==> src/rtl/uart_fc_pkg.sv <==
package uart_fc_pkg;
  localparam int DIV_W  = 16;
  localparam int DATA_W = 8;
  localparam int IDX_W  = $clog2(DATA_W);

  localparam int CB_EN     = 16;
  localparam int CB_PEN    = 17;
  localparam int CB_PODD   = 18;
  localparam int CB_RTSEN  = 19;
  localparam int CB_CTSEN  = 20;
  localparam int SB_CTS    = 24;
  localparam int SB_BUSY   = 25;
  localparam int SB_AVAIL  = 26;
  localparam int SB_FULL   = 27;
  localparam int DB_PERR   = 28;
  localparam int DB_FERR   = 29;
  localparam int DB_VALID  = 31;

  typedef enum logic [2:0] {PH_IDLE, PH_START, PH_DATA, PH_PAR, PH_STOP} phase_t;

  typedef struct packed {
    logic              perr;
    logic              ferr;
    logic [DATA_W-1:0] data;
  } rx_word_t;

  function automatic logic parity_of(input logic [DATA_W-1:0] d, input logic odd);
    return (^d) ^ odd;
  endfunction

  function automatic logic [DIV_W-1:0] mid_point(input logic [DIV_W-1:0] div);
    return div >> 1;
  endfunction

  function automatic logic last_bit(input logic [IDX_W-1:0] idx);
    return idx == IDX_W'(DATA_W - 1);
  endfunction
endpackage

==> src/rtl/uart_sync.sv <==
module uart_sync #(
  parameter int   STAGES  = 2,
  parameter logic RST_VAL = 1'b0
) (
  input  logic clk,
  input  logic rst_n,
  input  logic d,
  output logic q
);
  logic [STAGES-1:0] ff;

  generate
    if (STAGES == 1) begin : g_single
      always_ff @(posedge clk or negedge rst_n) begin
        if (!rst_n) ff <= RST_VAL;
        else        ff <= d;
      end
    end else begin : g_chain
      always_ff @(posedge clk or negedge rst_n) begin
        if (!rst_n) ff <= {STAGES{RST_VAL}};
        else        ff <= {ff[STAGES-2:0], d};
      end
    end
  endgenerate

  assign q = ff[STAGES-1];
endmodule

==> src/rtl/uart_tx.sv <==
module uart_tx
  import uart_fc_pkg::*;
(
  input  logic              clk,
  input  logic              rst_n,
  input  logic              en,
  input  logic [DIV_W-1:0]  div,
  input  logic              pen,
  input  logic              podd,
  input  logic              may_start,
  input  logic              load,
  input  logic [DATA_W-1:0] load_data,
  output logic              txd,
  output logic              busy,
  output logic              active,
  output logic              done
);
  phase_t             phase;
  logic               pend;
  logic [DATA_W-1:0]  hold;
  logic [DATA_W-1:0]  shreg;
  logic [DIV_W-1:0]   cnt;
  logic [IDX_W-1:0]   idx;
  logic               par;
  logic               bit_end;
  logic               frame_end;

  assign active    = (phase != PH_IDLE);
  assign busy      = pend || active;
  assign bit_end   = active && (cnt == div);
  assign frame_end = bit_end && (phase == PH_STOP);

  always_ff @(posedge clk or negedge rst_n) begin
    if (!rst_n) begin
      phase <= PH_IDLE;
      pend  <= 1'b0;
      hold  <= '0;
      shreg <= '0;
      cnt   <= '0;
      idx   <= '0;
      par   <= 1'b0;
      txd   <= 1'b1;
      done  <= 1'b0;
    end else begin
      done <= 1'b0;
      if (!en) begin
        phase <= PH_IDLE;
        pend  <= 1'b0;
        txd   <= 1'b1;
      end else begin
        if (load && !busy) begin
          pend <= 1'b1;
          hold <= load_data;
        end
        if (phase == PH_IDLE) begin
          if (pend && may_start) begin
            phase <= PH_START;
            pend  <= 1'b0;
            txd   <= 1'b0;
            cnt   <= '0;
            shreg <= hold;
            par   <= parity_of(hold, podd);
          end
        end else if (bit_end) begin
          cnt <= '0;
          case (phase)
            PH_START: begin
              phase <= PH_DATA;
              idx   <= '0;
              txd   <= shreg[0];
              shreg <= shreg >> 1;
            end
            PH_DATA: begin
              if (last_bit(idx)) begin
                phase <= pen ? PH_PAR : PH_STOP;
                txd   <= pen ? par : 1'b1;
              end else begin
                idx   <= idx + 1'b1;
                txd   <= shreg[0];
                shreg <= shreg >> 1;
              end
            end
            PH_PAR: begin
              phase <= PH_STOP;
              txd   <= 1'b1;
            end
            default: begin
              phase <= PH_IDLE;
              txd   <= 1'b1;
              done  <= 1'b1;
            end
          endcase
        end else begin
          cnt <= cnt + 1'b1;
        end
      end
    end
  end

  // once a frame is on the line it runs to its stop bit whatever cts does
  assert_frame_no_abort_R5: assert property (@(posedge clk) disable iff (!rst_n)
    (en && active && !frame_end) |=> active);

  // the sent pulse lasts one cycle and leaves the line idle
  assert_done_pulse_R12: assert property (@(posedge clk) disable iff (!rst_n)
    done |=> !done);
  assert_done_line_high_R12: assert property (@(posedge clk) disable iff (!rst_n)
    done |-> txd);
endmodule

==> src/rtl/uart_rx.sv <==
module uart_rx
  import uart_fc_pkg::*;
(
  input  logic             clk,
  input  logic             rst_n,
  input  logic             en,
  input  logic [DIV_W-1:0] div,
  input  logic             pen,
  input  logic             podd,
  input  logic             rxd_s,
  output logic             valid,
  output rx_word_t         word
);
  phase_t             phase;
  logic               prev;
  logic [DIV_W-1:0]   cnt;
  logic [IDX_W-1:0]   idx;
  logic [DATA_W-1:0]  shreg;
  logic               perr_r;
  logic               fall;

  assign fall = prev && !rxd_s;

  always_ff @(posedge clk or negedge rst_n) begin
    if (!rst_n) begin
      phase  <= PH_IDLE;
      prev   <= 1'b1;
      cnt    <= '0;
      idx    <= '0;
      shreg  <= '0;
      perr_r <= 1'b0;
      valid  <= 1'b0;
      word   <= '0;
    end else begin
      valid <= 1'b0;
      prev  <= rxd_s;
      if (!en) begin
        phase <= PH_IDLE;
      end else begin
        case (phase)
          PH_IDLE: begin
            if (fall) begin
              phase <= PH_START;
              cnt   <= '0;
            end
          end
          PH_START: begin
            if (cnt == mid_point(div)) begin
              cnt    <= '0;
              idx    <= '0;
              perr_r <= 1'b0;
              phase  <= rxd_s ? PH_IDLE : PH_DATA;
            end else begin
              cnt <= cnt + 1'b1;
            end
          end
          PH_DATA: begin
            if (cnt == div) begin
              cnt   <= '0;
              shreg <= {rxd_s, shreg[DATA_W-1:1]};
              if (last_bit(idx)) phase <= pen ? PH_PAR : PH_STOP;
              else               idx   <= idx + 1'b1;
            end else begin
              cnt <= cnt + 1'b1;
            end
          end
          PH_PAR: begin
            if (cnt == div) begin
              cnt    <= '0;
              perr_r <= (rxd_s != parity_of(shreg, podd));
              phase  <= PH_STOP;
            end else begin
              cnt <= cnt + 1'b1;
            end
          end
          PH_STOP: begin
            if (cnt == div) begin
              cnt        <= '0;
              valid      <= 1'b1;
              word.perr  <= perr_r;
              word.ferr  <= !rxd_s;
              word.data  <= shreg;
              phase      <= PH_IDLE;
            end else begin
              cnt <= cnt + 1'b1;
            end
          end
          default: phase <= PH_IDLE;
        endcase
      end
    end
  end

  // each arriving character produces a single-cycle strobe
  assert_word_pulse_R11: assert property (@(posedge clk) disable iff (!rst_n)
    valid |=> !valid);

  // a frame only begins from idle on a falling line
  assert_start_on_fall_R7: assert property (@(posedge clk) disable iff (!rst_n)
    (phase == PH_IDLE && en && !fall) |=> (phase == PH_IDLE));
endmodule

==> src/rtl/uart_rxbuf.sv <==
module uart_rxbuf
  import uart_fc_pkg::*;
#(
  parameter int DEPTH = 2
) (
  input  logic     clk,
  input  logic     rst_n,
  input  logic     clr,
  input  logic     push,
  input  rx_word_t din,
  input  logic     pop,
  output rx_word_t head,
  output logic     empty,
  output logic     full
);
  localparam int PTR_W = (DEPTH > 1) ? $clog2(DEPTH) : 1;
  localparam int CNT_W = $clog2(DEPTH + 1);

  rx_word_t         mem [DEPTH];
  logic [PTR_W-1:0] wp;
  logic [PTR_W-1:0] rp;
  logic [CNT_W-1:0] cnt;
  logic             do_push;
  logic             do_pop;

  function automatic logic [PTR_W-1:0] next_ptr(input logic [PTR_W-1:0] p);
    return (p == PTR_W'(DEPTH - 1)) ? '0 : p + 1'b1;
  endfunction

  assign empty   = (cnt == '0);
  assign full    = (cnt == CNT_W'(DEPTH));
  assign do_push = push && !full;
  assign do_pop  = pop && !empty;
  assign head    = mem[rp];

  always_ff @(posedge clk) begin
    if (do_push && !clr) mem[wp] <= din;
  end

  always_ff @(posedge clk or negedge rst_n) begin
    if (!rst_n) begin
      wp  <= '0;
      rp  <= '0;
      cnt <= '0;
    end else if (clr) begin
      wp  <= '0;
      rp  <= '0;
      cnt <= '0;
    end else begin
      if (do_push) wp <= next_ptr(wp);
      if (do_pop)  rp <= next_ptr(rp);
      case ({do_push, do_pop})
        2'b10:   cnt <= cnt + 1'b1;
        2'b01:   cnt <= cnt - 1'b1;
        default: cnt <= cnt;
      endcase
    end
  end

  // a character arriving at a full buffer leaves the stored ones untouched
  assert_full_drop_R9: assert property (@(posedge clk) disable iff (!rst_n)
    (push && full && !pop && !clr) |=> (full && $stable(head)));

  assert_no_overflow_R9: assert property (@(posedge clk) disable iff (!rst_n)
    cnt <= CNT_W'(DEPTH));
endmodule

==> src/rtl/uart_fc.sv <==
module uart_fc
  import uart_fc_pkg::*;
#(
  parameter int BUF_DEPTH   = 2,
  parameter int SYNC_STAGES = 2
) (
  input  logic        clk,
  input  logic        rst_n,
  input  logic        reg_wr,
  input  logic        reg_rd,
  input  logic        reg_addr,
  input  logic [31:0] reg_wdata,
  output logic [31:0] reg_rdata,
  input  logic        rxd,
  output logic        txd,
  input  logic        cts,
  output logic        rts,
  output logic        irq_rx,
  output logic        irq_tx
);
  logic [DIV_W-1:0] cfg_div;
  logic             cfg_en;
  logic             cfg_pen;
  logic             cfg_podd;
  logic             cfg_rts_en;
  logic             cfg_cts_en;

  logic             rxd_s;
  logic             cts_s;
  logic             tx_busy;
  logic             tx_active;
  logic             tx_done;
  logic             rx_valid;
  rx_word_t         rx_word;
  rx_word_t         buf_head;
  logic             buf_empty;
  logic             buf_full;
  logic             unused_wdata;

  assign unused_wdata = ^reg_wdata[31:CB_CTSEN+1];

  always_ff @(posedge clk or negedge rst_n) begin
    if (!rst_n) begin
      cfg_div    <= '0;
      cfg_en     <= 1'b0;
      cfg_pen    <= 1'b0;
      cfg_podd   <= 1'b0;
      cfg_rts_en <= 1'b0;
      cfg_cts_en <= 1'b0;
    end else if (reg_wr && !reg_addr) begin
      cfg_div    <= reg_wdata[DIV_W-1:0];
      cfg_en     <= reg_wdata[CB_EN];
      cfg_pen    <= reg_wdata[CB_PEN];
      cfg_podd   <= reg_wdata[CB_PODD];
      cfg_rts_en <= reg_wdata[CB_RTSEN];
      cfg_cts_en <= reg_wdata[CB_CTSEN];
    end
  end

  uart_sync #(.STAGES(SYNC_STAGES), .RST_VAL(1'b1)) u_rxd_sync (
    .clk(clk), .rst_n(rst_n), .d(rxd), .q(rxd_s)
  );

  uart_sync #(.STAGES(SYNC_STAGES), .RST_VAL(1'b0)) u_cts_sync (
    .clk(clk), .rst_n(rst_n), .d(cts), .q(cts_s)
  );

  uart_tx u_tx (
    .clk       (clk),
    .rst_n     (rst_n),
    .en        (cfg_en),
    .div       (cfg_div),
    .pen       (cfg_pen),
    .podd      (cfg_podd),
    .may_start (!cfg_cts_en || cts_s),
    .load      (reg_wr && reg_addr),
    .load_data (reg_wdata[DATA_W-1:0]),
    .txd       (txd),
    .busy      (tx_busy),
    .active    (tx_active),
    .done      (tx_done)
  );

  uart_rx u_rx (
    .clk   (clk),
    .rst_n (rst_n),
    .en    (cfg_en),
    .div   (cfg_div),
    .pen   (cfg_pen),
    .podd  (cfg_podd),
    .rxd_s (rxd_s),
    .valid (rx_valid),
    .word  (rx_word)
  );

  uart_rxbuf #(.DEPTH(BUF_DEPTH)) u_buf (
    .clk   (clk),
    .rst_n (rst_n),
    .clr   (!cfg_en),
    .push  (rx_valid),
    .din   (rx_word),
    .pop   (reg_rd && reg_addr),
    .head  (buf_head),
    .empty (buf_empty),
    .full  (buf_full)
  );

  assign rts    = cfg_rts_en ? !buf_full : 1'b1;
  assign irq_rx = rx_valid;
  assign irq_tx = tx_done;

  always_comb begin
    reg_rdata = '0;
    if (!reg_addr) begin
      reg_rdata[DIV_W-1:0] = cfg_div;
      reg_rdata[CB_EN]     = cfg_en;
      reg_rdata[CB_PEN]    = cfg_pen;
      reg_rdata[CB_PODD]   = cfg_podd;
      reg_rdata[CB_RTSEN]  = cfg_rts_en;
      reg_rdata[CB_CTSEN]  = cfg_cts_en;
      reg_rdata[SB_CTS]    = cts_s;
      reg_rdata[SB_BUSY]   = tx_busy;
      reg_rdata[SB_AVAIL]  = !buf_empty;
      reg_rdata[SB_FULL]   = buf_full;
    end else if (!buf_empty) begin
      reg_rdata[DATA_W-1:0] = buf_head.data;
      reg_rdata[DB_PERR]    = buf_head.perr;
      reg_rdata[DB_FERR]    = buf_head.ferr;
      reg_rdata[DB_VALID]   = 1'b1;
    end
  end

  // a frame may only begin while clear-to-send allows it
  assert_cts_gates_start_R5: assert property (@(posedge clk) disable iff (!rst_n)
    $rose(tx_active) |-> $past(!cfg_cts_en || cts_s));

  // the arrival strobe reaches the pin even when the buffer is full
  assert_irq_when_full_R11: assert property (@(posedge clk) disable iff (!rst_n)
    (rx_valid && buf_full) |-> irq_rx);

  // rts follows buffer space once the flag is enabled
  assert_rts_drop_R10: assert property (@(posedge clk) disable iff (!rst_n)
    (cfg_rts_en && rts) |-> !buf_full);
endmodule

==> config.mk <==
export PLATFORM = sky130hd
export DESIGN_NAME = uart_fc
export DESIGN_NICKNAME = d
export VERILOG_FILES = /design/src/rtl/uart_fc_pkg.sv /design/src/rtl/uart_sync.sv /design/src/rtl/uart_tx.sv /design/src/rtl/uart_rx.sv /design/src/rtl/uart_rxbuf.sv /design/src/rtl/uart_fc.sv
export SDC_FILE = /design/constraint.sdc
export NUM_CORES = 1
export LEC_CHECK = 0
export BUFFER_PORTS_ARGS = -buffer_cell sky130_fd_sc_hd__buf_2
export CORE_MARGIN = 1
export CORE_UTILIZATION = 50
export DETAILED_ROUTE_END_ITERATION = 8
export PLACE_DENSITY_LB_ADDON = 0.05
export SETUP_SLACK_MARGIN = 0.1
export SLEW_MARGIN = 20
export SYNTH_ARGS = -nofsm -noshare
export SYNTH_HDL_FRONTEND = slang
export SYNTH_SLANG_ARGS = --single-unit
==> constraint.sdc <==
create_clock -name clk -period 6.1 [get_ports clk]
set_clock_uncertainty 0.2 [all_clocks]
set_input_delay 0.915 -clock clk [delete_from_list [all_inputs] [get_ports clk]]
set_output_delay 0.915 -clock clk [all_outputs]
set_load 0.03 [all_outputs]
==> out/metrics.csv, run 1 <==
metric,value,unit
status,completed,
final worst slack,2.53,ns
Max Fclk,280,MHz
total track usage,0.230,
worst path arrival time,2.46,ns
number of synthesized flops with an enable pin,20,
worst-path fanout max,29,
crit-path cells,"buf_2, o21ai_0, buf_4, o22ai_1, buf_2",
diodes inserted,0,
Worst Tran Pin Value,0.979,ns
Final Setup Violations,0,
CTS buffer count,17,
multi-input logic area,0.00314,sq mm
internal reg-to-reg setup slack,2.79,ns
"FFs w/ async S/R, synth",0.851,
largest net degree at the start of global routing,68,
post-detail-place hpwl,10.4,mm
# fillers,1122,
"Primary FF master, synth",dfrtp_1,
Min-Delay Startpoint,u_cts_sync.ff[0],
# rows,42,
worst reg2reg startpoint,cfg_div[10],
crit path capture type,output port,
Final Hold Vio Count,0,
first-pass GRT wire length,24.9,mm
initial antenna violation count,0,
R2R depth,6,
post-CTS resize count,0,
PwrDens,354,mW/mm^2
DR DRC count,0,
final worst path period share,0.586,
worst skew pair latency,0.43,ns
CTS max path bufs,2,
post-CTS setup buffers,0,
CTS Hold Buffers Added,0,
synthesized instance count,638,
Placement Cell Area,0.00723,sq mm
CTS clock-pin slew for the worst setup and hold paths,0.06,ns
Vias,4812,
final wirelength,15.0,mm
GP Congestion,0.814,
final non-filler cell area,0.00782,sq mm
final core utilization,0.588,
worst hold path cell count,0,
RSZ-0062 raised after global routing,false,
cell mode on critical path,buf_2,
CTS tree,done,
Slew HR,0.345,
Initial Utilization,0.514,
Hold Path End,u_cts_sync.ff[1],
Final Power,2.77,mW
HP Class,reg2reg,
WL/cell,17.1,um
startpoint types,primary input,
vias in the first global route,4843,
DP Worst Slack,2.53,ns
Max Slew Vio Count,0,
Crit path required time,4.98,ns
sequential cell area,0.00346,sq mm
Chip Height,119,um
Area Overhead vs Synth,14.5,%
max-cap viol count,0,
sequential fraction of the synthesis area,0.506,
Port Buffers,59,
fraction of layout cells with a size suffix above 1,0.225,
Syn Area/Cell,10.7,sq um
Worst path slowest cell,buf_2,
setup_tns,0,ns
routed vias/inst,5.48,
clock sinks,134,
H-tree Lvls,4,
P_leak,3.47,nW
Critical R2R Capture,u_rx.cnt[0],
CTS root buf,clkbuf_16,
cell area after synthesis,0.00683,sq mm
GR Overflow Total,0,
# IOs,75,
DR pass1 iterations,4,
DRT iter0 DRCs,271,
Final ANT Viol Nets,0,
Final #Nets,734,
minimum clock period,3.57,ns
die area,0.0141,sq mm
Unique masters post-synth,57,
Max IR drop VDD,0.252,mV
synthesis-stage register bit count,134,
critical path type,in2out,
YS warnings,0,
CP peak stage delay,0.47,ns
die width,119,um
Core ar.,0.0133,sq mm
layer usage:
metal | wire, um | GRT usage
met1 | 7000 | 0.310
met2 | 7020 | 0.360
met3 | 811 | 0.0608
met4 | 179 | 0.0791
met5 | 0 | 0
metrics by stage:
step / hold slack [ns] / std cells
after floorplan: 0.131 / 641
after CTS: 0.160 / 878
after global placement: 0.141 / 846
after global routing: 0.160 / 878
after detailed placement: 0.146 / 846
final: 0.157 / 878
logic make-up (layout without fill, tap and decap cells):
group	after synthesis	in the layout	synth area share
mux	59	59	0.0956
simple gates	215	215	0.167
other cells	1	4	0.000549
xor+xnor	83	83	0.106
flops	134	134	0.506
compound gates	85	85	0.0771
fa+ha+maj	6	6	0.0110
buf+inv	55	116	0.0357
registers in the layout, indices dropped and copies added, names as in the netlist, 8 cells and up:
register,cells
u_tx.hold,8
cfg_div,16
u_tx.cnt,16
u_rx.cnt,16
u_rx.word,10
u_buf.mem,20
u_tx.shreg,8
u_rx.shreg,8
layout by cell type, fill, tap and decap left out, drive strengths merged, types with 3 or more instances in the layout:
cell type | synthesis | layout
xnor2 | 61 | 61
and2 | 5 | 5
nand4 | 20 | 20
nand3 | 12 | 12
nor3 | 9 | 9
ha | 6 | 6
edfxtp | 20 | 20
dfrtp | 110 | 110
a21oi | 12 | 12
nand3b | 5 | 5
nand2 | 63 | 63
nor2b | 23 | 23
inv | 19 | 24
clkbuf | 21 | 20
nor2 | 39 | 39
nand2b | 4 | 4
and4 | 4 | 4
o21ai | 37 | 37
o22ai | 11 | 11
conb | 1 | 4
or3 | 4 | 4
nor4 | 7 | 7
buf | 15 | 65
a22o | 6 | 6
mux2i | 12 | 12
mux2 | 47 | 47
clkinvlp | 0 | 3
xor2 | 22 | 22
and3 | 14 | 14
dfstp | 4 | 4
a21o | 3 | 3
how the worst max path moves through the flow:
stage | end | slack, ns | cells past startpoint | start
after floorplan | reg_rdata[0] | 2.95 | 4 | reg_addr
after global placement | reg_rdata[7] | 2.56 | 5 | reg_addr
after detailed placement | reg_rdata[7] | 2.53 | 5 | reg_addr
after CTS | reg_rdata[7] | 2.52 | 5 | reg_addr
after global routing | reg_rdata[7] | 2.41 | 5 | reg_addr
final | reg_rdata[7] | 2.53 | 5 | reg_addr
cells in the mapped netlist, types with 3 or more instances:
cell type  count  area share
mux2i_1       12       0.018
edfxtp_1      20       0.088
or3_1          4      0.0037
xnor2_1       61       0.078
nor3_1         9      0.0066
nor2b_1       23       0.021
a22o_1         4      0.0051
nor2_1        38       0.021
xor2_1        22       0.028
nand2_1       63       0.035
dfrtp_1      110        0.40
and3_1        12       0.011
o21ai_0       37       0.027
inv_1         19       0.010
mux2_2        46       0.076
nand3b_1       5      0.0055
clkbuf_1      19       0.010
a21oi_1       12      0.0088
nand4_1       20       0.018
buf_4          5      0.0055
nor4_1         5      0.0046
nand3_1       12      0.0088
dfstp_2        4       0.015
o22ai_1       11       0.010
buf_2          7      0.0051
and4_1         4      0.0051
a21o_1         3      0.0033
nand2b_1       4      0.0037
ha_1           6       0.011
and2_1         5      0.0046
critical path, delay by kind of cell:
family          cells  cell delay (ns)
buf+inv             3             0.97
compound gates      2             0.56
power by group:
group          switching (mW)  total [mW]  internal (mW)
Sequential              0.124        1.13           1.01
Combinational           0.336       0.604          0.268
Clock                   0.412        1.03          0.619
Total                   0.872        2.77           1.90
area by class of cell:
class / count / share of cell area
Clock buffer: 20 / 0.0571
Sequential cell: 134 / 0.442
Multi-Input combinational cell: 452 / 0.402
Inverter: 19 / 0.00912
Timing Repair Buffer: 65 / 0.0438
Clock inverter: 12 / 0.0181
Tap cell: 176 / 0.0282
Power figures use the tool's default switching activity.
==> run 2: changes to the inputs <==
Clock period 6.1 ns to 3.3 ns, I/O delays scaled along.
==> run 2 against run 1 <==
Global-route usage shrank 0.22 points. Clock power grew 74%. Critical path type is now reg2out. Critical endpoint is now reg_rdata[25]. Largest power group unchanged. Highest routed layer unchanged. Setup slack got worse by 2.0 ns. Sequential share of layout area shrank 0.52 points.
==> out/metrics.csv, run 2 (synthesis gave the netlist of run 1 again) <==
metric,value,unit,change
first-pass GRT wire length,24.6,mm,-1.5%
Max Fclk,365,MHz,
Chip Height,119,um,unchanged
Max IR drop VDD,0.383,mV,+52%
max-cap viol count,0,,unchanged
most frequent cells in the layout,"dfrtp_1, nand2_1, xnor2_1",,
Max Slew Vio Count,0,,unchanged
minimum clock period,2.74,ns,
Final Setup Violations,0,,unchanged
worst reg2reg startpoint,u_tx.phase[2],,
CTS clock-pin slew for the worst setup and hold paths,0.06,ns,about the same
CTS max path bufs,2,,unchanged
die width,119,um,unchanged
PwrDens,638,mW/mm^2,+80%
CP peak stage delay,0.49,ns,+0.02 ns
Slew HR,0.502,,+0.157
largest net degree at the start of global routing,58,,-15%
setup_tns,0,ns,unchanged
GP Congestion,0.867,,+6.5%
Core ar.,0.0133,sq mm,unchanged
DRT iter0 DRCs,310,,+14%
initial antenna violation count,0,,unchanged
Crit path required time,2.60,ns,-2.38 ns
Final #Nets,747,,+1.8%
CTS tree,done,,
worst path arrival time,2.04,ns,-0.42 ns
CP startpoint,u_tx.phase[2],,
# rows,42,,unchanged
worst skew pair latency,0.42,ns,about the same
DR DRC count,0,,unchanged
Placement Cell Area,0.00732,sq mm,+1.2%
Final ANT Viol Nets,0,,unchanged
GR Overflow Total,0,,unchanged
Final Power,5.05,mW,+82%
die area,0.0141,sq mm,unchanged
cell mode on critical path,nor2_1,,
clock sinks,134,,unchanged
H-tree Lvls,4,,unchanged
final core utilization,0.595,,+0.00696
P_leak,3.54,nW,+1.9%
WL/cell,17.0,um,-0.68%
RSZ-0062 raised after global routing,false,,
Worst path slowest cell,dfrtp_1,,
CTS buffer count,17,,unchanged
vias in the first global route,4758,,-1.8%
startpoint types,flop,,
Largest register FFs,20,,unchanged
routed vias/inst,5.48,,about the same
diodes inserted,0,,unchanged
Min-Delay Startpoint,reg_wdata[17],,
Initial Utilization,0.514,,unchanged
crit path capture type,output port,,
DR pass1 iterations,5,,+1
final non-filler cell area,0.00792,sq mm,+1.2%
post-CTS setup buffers,0,,unchanged
final wirelength,15.1,mm,+0.79%
final worst path period share,0.830,,
Port Buffers,59,,unchanged
crit-path cells,"nor2_1, nand2_1, nor2_1, nor2_1, buf_2",,
Area Overhead vs Synth,15.9,%,
fraction of layout cells with a size suffix above 1,0.236,,+0.0113
Final Hold Vio Count,0,,unchanged
HP Class,in2reg,,
critical path type,reg2out,,
Vias,4881,,+1.4%
Top reg by flops,u_buf.mem,,
"most common cell after layout, fill and taps aside",dfrtp_1,,
CTS root buf,clkbuf_16,,
post-detail-place hpwl,10.6,mm,+1.8%
Worst Tran Pin Value,0.747,ns,-0.232 ns
worst-path fanout max,10,,-66%
total track usage,0.228,,-0.00219
status,completed,,
# IOs,75,,unchanged
==> run 2: cell type report <==
class	count	area, sq um
Tap cell	176	220
Clock inverter	13	109
Clock buffer	19	454
Multi-Input combinational cell	452	3140
Timing Repair Buffer	78	460
Inverter	19	71.3
Fill cell	1134	5380
Sequential cell	134	3460
==> run 2: repair_timing <==
item | in CTS | in global routing
gates resized for setup | 0 | 0
hold buffers | 3 | 0
hold endpoints to repair | 54 | 0
==> run 2: worst paths after layout <==
kind	end	slack [ns]	cells past startpoint
setup / recovery	reg_rdata[25]	0.56	5
hold / removal	cfg_pen	0.08	3
setup reg to reg	u_tx.shreg[6]	0.72	7
hold reg to reg	u_rxd_sync.ff[1]	0.16	0
max in group asynchronous	cfg_div[13]	1.61	3
min in group asynchronous	u_rx.cnt[14]	0.48	2
==> run 2: routing by layer <==
layer	global-route usage	vias to the layer above	part of all wire
met1	0.303	2413	0.46
li1	-	2344	-
met2	0.365	112	0.48
met3	0.0603	12	0.050
met4	0.0696	0	0.010
met5	0	-	0
==> run 2: worst max-delay path: cells and delay by family (launching register included) <==
kind	cells	cell delay, ns
flops	1	0.49
simple gates	4	0.95
buf+inv	1	0.18
==> run 2: report_power, final <==
| group | switching [mW] | internal, mW |
|---|---|---|
| logic | 0.636 | 0.521 |
| registers | 0.237 | 1.87 |
| clock network | 0.770 | 1.02 |
==> run 2: metrics by stage <==
step	worst slack (ns)	std cells	hold slack, ns
6_report	0.560	891	0.0836
5_1_grt	0.476	891	0.0911
4_1_cts	0.592	891	0.0717
3_5_place_dp	0.778	856	0.147
3_3_place_gp	0.793	856	0.142
2_1_floorplan	0.966	641	-0.000591
